## src/rtl/missSnoopPkg.sv

```systemverilog
package missSnoopPkg;
  typedef struct packed {
    logic setPostInv;
    logic setPostDown;
  } flagStrobeT;
endpackage

```

## src/rtl/snoopDecide.sv

```systemverilog
module snoopDecide
  import missSnoopPkg::*;
(
  input  logic clk,
  input  logic rstN,
  input  logic snpValid,
  input  logic snpNeedsExcl,
  input  logic snpInvalidating,
  input  logic snpExpress,
  input  logic snpUncacheable,
  input  logic inService,
  input  logic downstreamPend,
  input  logic pendingDirty,
  input  logic primaryNeedsExcl,
  input  logic primaryFull,
  input  logic postInvNow,
  output logic snpHandled,
  output logic rewritePrimary,
  output logic rewriteDeferred,
  output logic appendValid,
  output logic appendMarkPending,
  output logic respShared,
  output logic respMemInhibit,
  output logic respSupplyExcl,
  output logic stall,
  output flagStrobeT strobes
);
  logic snoopFirst;
  logic entryFirst;
  logic wantAppend;
  logic blocked;

  always_comb begin
    snoopFirst = snpValid && (!inService || (snpExpress && downstreamPend));
    entryFirst = snpValid && !snoopFirst;
    wantAppend = entryFirst && !postInvNow && (pendingDirty || snpInvalidating);
    blocked    = wantAppend && primaryFull;

    snpHandled        = 1'b0;
    rewritePrimary    = 1'b0;
    rewriteDeferred   = 1'b0;
    appendValid       = 1'b0;
    appendMarkPending = 1'b0;
    respShared        = 1'b0;
    respMemInhibit    = 1'b0;
    respSupplyExcl    = 1'b0;
    stall             = blocked;
    strobes           = '0;

    if (snoopFirst) begin
      rewritePrimary  = snpNeedsExcl;
      rewriteDeferred = snpNeedsExcl;
    end else if (entryFirst && !blocked) begin
      snpHandled      = 1'b1;
      rewriteDeferred = snpNeedsExcl;
      if (!postInvNow) begin
        appendValid       = wantAppend;
        appendMarkPending = wantAppend && downstreamPend && primaryNeedsExcl;
        respMemInhibit    = wantAppend && pendingDirty;
        respSupplyExcl    = wantAppend && pendingDirty;
        strobes.setPostInv = wantAppend && snpNeedsExcl;
        if (!snpNeedsExcl && !snpUncacheable) begin
          respShared          = 1'b1;
          strobes.setPostDown = 1'b1;
        end
      end
    end
  end

  a_r2_first_snoop_unhandled: assert property (@(posedge clk) disable iff (!rstN)
    rewritePrimary |-> (!snpHandled && !appendValid && !respShared));
  a_r6_inhibit_needs_append: assert property (@(posedge clk) disable iff (!rstN)
    respMemInhibit |-> (appendValid && snpHandled));
  a_r9_stall_quiet: assert property (@(posedge clk) disable iff (!rstN)
    stall |-> !(snpHandled || appendValid || respShared || rewriteDeferred));
endmodule

```

## src/rtl/snoopFlags.sv

```systemverilog
module snoopFlags
  import missSnoopPkg::*;
(
  input  logic       clk,
  input  logic       rstN,
  input  logic       svcStart,
  input  flagStrobeT strobes,
  output logic       postInvalidate,
  output logic       postDowngrade
);
  always_ff @(posedge clk) begin
    if (!rstN) begin
      postInvalidate <= 1'b0;
      postDowngrade  <= 1'b0;
    end else begin
      if (strobes.setPostInv)     postInvalidate <= 1'b1;
      else if (svcStart)          postInvalidate <= 1'b0;
      if (strobes.setPostDown)    postDowngrade  <= 1'b1;
      else if (svcStart)          postDowngrade  <= 1'b0;
    end
  end

  a_r10_clear_on_start: assert property (@(posedge clk) disable iff (!rstN)
    (svcStart && !strobes.setPostInv && !strobes.setPostDown) |=> (!postInvalidate && !postDowngrade));
endmodule

```

## src/rtl/missSnoopUnit.sv

```systemverilog
module missSnoopUnit
  import missSnoopPkg::*;
(
  input  logic clk,
  input  logic rstN,
  input  logic snpValid,
  input  logic snpNeedsExcl,
  input  logic snpInvalidating,
  input  logic snpExpress,
  input  logic snpUncacheable,
  input  logic inService,
  input  logic downstreamPend,
  input  logic pendingDirty,
  input  logic primaryNeedsExcl,
  input  logic primaryFull,
  input  logic svcStart,
  output logic snpHandled,
  output logic rewritePrimary,
  output logic rewriteDeferred,
  output logic appendValid,
  output logic appendMarkPending,
  output logic respShared,
  output logic respMemInhibit,
  output logic respSupplyExcl,
  output logic stall,
  output logic postInvalidate,
  output logic postDowngrade
);
  flagStrobeT strobes;

  snoopDecide uDecide (
    .clk(clk), .rstN(rstN), .snpValid(snpValid), .snpNeedsExcl(snpNeedsExcl),
    .snpInvalidating(snpInvalidating), .snpExpress(snpExpress),
    .snpUncacheable(snpUncacheable), .inService(inService),
    .downstreamPend(downstreamPend), .pendingDirty(pendingDirty),
    .primaryNeedsExcl(primaryNeedsExcl), .primaryFull(primaryFull),
    .postInvNow(postInvalidate), .snpHandled(snpHandled),
    .rewritePrimary(rewritePrimary), .rewriteDeferred(rewriteDeferred),
    .appendValid(appendValid), .appendMarkPending(appendMarkPending),
    .respShared(respShared), .respMemInhibit(respMemInhibit),
    .respSupplyExcl(respSupplyExcl), .stall(stall), .strobes(strobes)
  );

  snoopFlags uFlags (
    .clk(clk), .rstN(rstN), .svcStart(svcStart), .strobes(strobes),
    .postInvalidate(postInvalidate), .postDowngrade(postDowngrade)
  );

  a_r9_stall_holds_flags: assert property (@(posedge clk) disable iff (!rstN)
    (stall && !svcStart) |=> ($stable(postInvalidate) && $stable(postDowngrade)));
  a_r7_excl_append_sets_inv: assert property (@(posedge clk) disable iff (!rstN)
    (appendValid && snpNeedsExcl) |=> postInvalidate);
  a_r8_shared_sets_downgrade: assert property (@(posedge clk) disable iff (!rstN)
    respShared |=> postDowngrade);
endmodule

```

## config.mk

```make
export PLATFORM = sky130hd
export DESIGN_NAME = missSnoopUnit
export DESIGN_NICKNAME = d
export VERILOG_FILES = /design/src/rtl/missSnoopPkg.sv /design/src/rtl/snoopDecide.sv /design/src/rtl/snoopFlags.sv /design/src/rtl/missSnoopUnit.sv
export SDC_FILE = /design/constraint.sdc
export NUM_CORES = 1
export LEC_CHECK = 0
export ABC_CLOCK_PERIOD_IN_PS = 2600
export BUFFER_PORTS_ARGS = -buffer_cell sky130_fd_sc_hd__buf_2
export CORE_AREA = 2 2 39 41
export DETAILED_ROUTE_END_ITERATION = 7
export DIE_AREA = 0 0 41 43
export RECOVER_POWER = 25
export SETUP_SLACK_MARGIN = 0.1
export SLEW_MARGIN = 10
export SYNTH_ARGS = -nofsm -noshare
export SYNTH_HDL_FRONTEND = slang
export SYNTH_SLANG_ARGS = --single-unit
```

## constraint.sdc

```tcl
create_clock -name clk -period 2.6 [get_ports clk]
set_clock_uncertainty 0.2 [all_clocks]
set_input_delay 0.26 -clock clk [delete_from_list [all_inputs] [get_ports clk]]
set_output_delay 0.26 -clock clk [all_outputs]
set_load 0.1 [all_outputs]
```

==> results.yml <==
outcome:
  outcome: "finished, final reports clean"
worst_setup_path:
  path_max_fanout: 5
  crit_slowest_cell: "buf_2"
  cp.arrival_ns: 1.70
  criticalPathCategory: "flip-flop to output port"
  cp-start-kind: "flip-flop"
  crit_family: "simple AND/OR/NAND/NOR gates"
  path_cells: "nand2b_4, nor4_4, and3_4, buf_2"
  required_ns: 2.14
  worst_setup_path_end_kind: "output port"
  path_buf_inv: 1
  slowest_delay_ns: 0.41
sta:
  worst_slew_pin_slew_ns: 1.158
  rsz0062_at_grt: "false"
  fin_crit_sh: 0.8298
  period_needed_ns: 2.157
  setup-violations-final: 0
  slew_headroom: 0.2316
  fmax_mhz: 463.5
  maxSlewViolCount: 0
  hold_violations: 0
  fin_tns_setup_ns: 0
logic_synthesis:
  ys_seq_area_frac: 0.1928
  synth-compound-area-share: 0.2711
  syn_nets: 37
  synth_cell_type_count: 20
  synthArstFlopShare: 0
  syn_inst: 24
  synth_adder_area_share: 0
  synth_simple_gate_area_frac: 0.4819
  yosys_warnings: 0
  synth_top_family_by_area: "simple AND/OR/NAND/NOR gates"
  synthMuxAreaShare: 0
  synth-edff-count: 0
  netlist_area_sq_um: 207.7
  synth_xor_area_frac: 0
  synth_seq_cells: 2
  synth_flop_cell: "dfxtp_1"
  avgSynthCellArea_sq_um: 8.654
die:
  start_util: 0.1501
  die_w_um: 41
  boundaryPins: 24
  rows: 14
  die_h_um: 43
  core_sq_mm: 0.001384
  dieArea_sq_mm: 0.001763
global_route:
  grt_antenna_before_repair: 0
  grt_pass1_wl_um: 945
  grt_usage: 0.08617
  grt_pass1_vias: 242
  grt_max_degree: 6
  grt_remaining_overflow: 0
cells_and_area:
  final_layout_size_suffix_gt1_frac: 0.7000
  area_delta_synth_final_pct: 90.36
  num_antenna_cells: 0
  final_nets: 64
  layout_common_cells: "buf_2, clkbuf_4, nand2_1, clkbuf_1, dfxtp_1"
  final_area_sq_um: 395.4
  final_common_cell: "buf_2"
  n_fill_cell: 174
  fin_cells: 66
detailed_routing:
  vias_per_cell: 4.530
  totalWireLength_um: 672
  drc: 0
  final_antenna_net_count: 0
  wl_per_cell_um: 10.18
  firstDrtPassIters: 1
  vias: 299
  first_iter_violations: 0
clocking:
  clock-sinks: 2
  clk_pin_slew_ns: 0.04
  insertion_delay_ns: 0.23
  cts_buffers: 3
  cts_root_buf: "clkbuf_4"
  ctsHoldBuffers: 0
  ctsHtreeMaxLevel: 1
  cts_setup_buffers: 0
  cts_buffer_depth: 2
  cts_tree: "yes"
  post_cts_resize_count: 0
placement:
  dp_hpwl_um: 604.4
  portBuffers: 23
  globalplace.congestion: 0.5755
  place_inst: 62
  placedInstanceArea_sq_um: 374.1
power:
  finalPower_w: 0.0001847
  ir_drop_uv: 199.3
  power.leakage_nw: 0.2072
  power.density_mw_per_mm2: 467.2
flow_run:
  max_cap_violations: 0
min_path:
  holdCritPathClass: "input pin to flip-flop"
[Yosys cell counts, types with 2 or more instances]
master / number / area share
dfxtp_1: 2 / 0.19
nand2_1: 2 / 0.036
nand2b_1: 2 / 0.060
nor3_1: 2 / 0.048
[routing by layer]
layer  GRT usage  part of all wire
met5           0                 0
met4     0.08000             0.022
met3     0.03141              0.13
met2      0.1188              0.48
met1     0.09585              0.36
[flip-flops by register name, indices dropped and copies added, names as in the netlist]
register               count
uFlags.postDowngrade       1
uFlags.postInvalidate      1
[layout make-up]
| type | instances | area (sq um) | share of cell area |
|---|---|---|---|
| multi-input cells | 20 | 191.4 | 0.4842 |
| repair buffers | 23 | 113.9 | 0.2880 |
| flip-flops and latches | 2 | 40.04 | 0.1013 |
| clock buffers | 4 | 26.28 | 0.06646 |
| well taps | 16 | 20.02 | 0.05063 |
| inverters | 1 | 3.754 | 0.009494 |
[report_power, final]
group          switching (W)  leakage (nW)  internal [W]
combinational      0.0000552         0.176     0.0000195
clock              0.0000210        0.0150     0.0000572
sequential       0.000000423        0.0162     0.0000314
total              0.0000766         0.207      0.000108
[logic make-up (layout without fill, tap and decap cells)]
| group | after synthesis | count (layout) |
|---|---|---|
| DFF | 2 | 2 |
| and+or+nand+nor | 14 | 14 |
| buffers and inverters | 2 | 28 |
| AOI/OAI and AO/OA | 6 | 6 |
[path summary, 6_finish.rpt]
path                                             from                     to  slack [ns]  cells after the start
worst min register to register   uFlags.postDowngrade   uFlags.postDowngrade        0.29                      2
worst max-delay path            uFlags.postInvalidate      appendMarkPending        0.44                      4
worst max register to register  uFlags.postInvalidate   uFlags.postDowngrade        1.32                      3
worst min-delay path                             rstN  uFlags.postInvalidate        0.10                      2
[metrics by stage]
stage / setup WS (ns) / hold WS [ns] / util
finish: 0.4425 / 0.1030 / 0.2857
global route: 0.3078 / 0.09153 / 0.2857
CTS: 0.3882 / 0.09396 / 0.2893
detailed placement: 0.5813 / 0.2890 / 0.2703
global placement: 0.6162 / 0.2867 / 0.2703
floorplan: -0.2497 / 0.1993 / -
No activity file was read; power rests on OpenSTA's default activity.
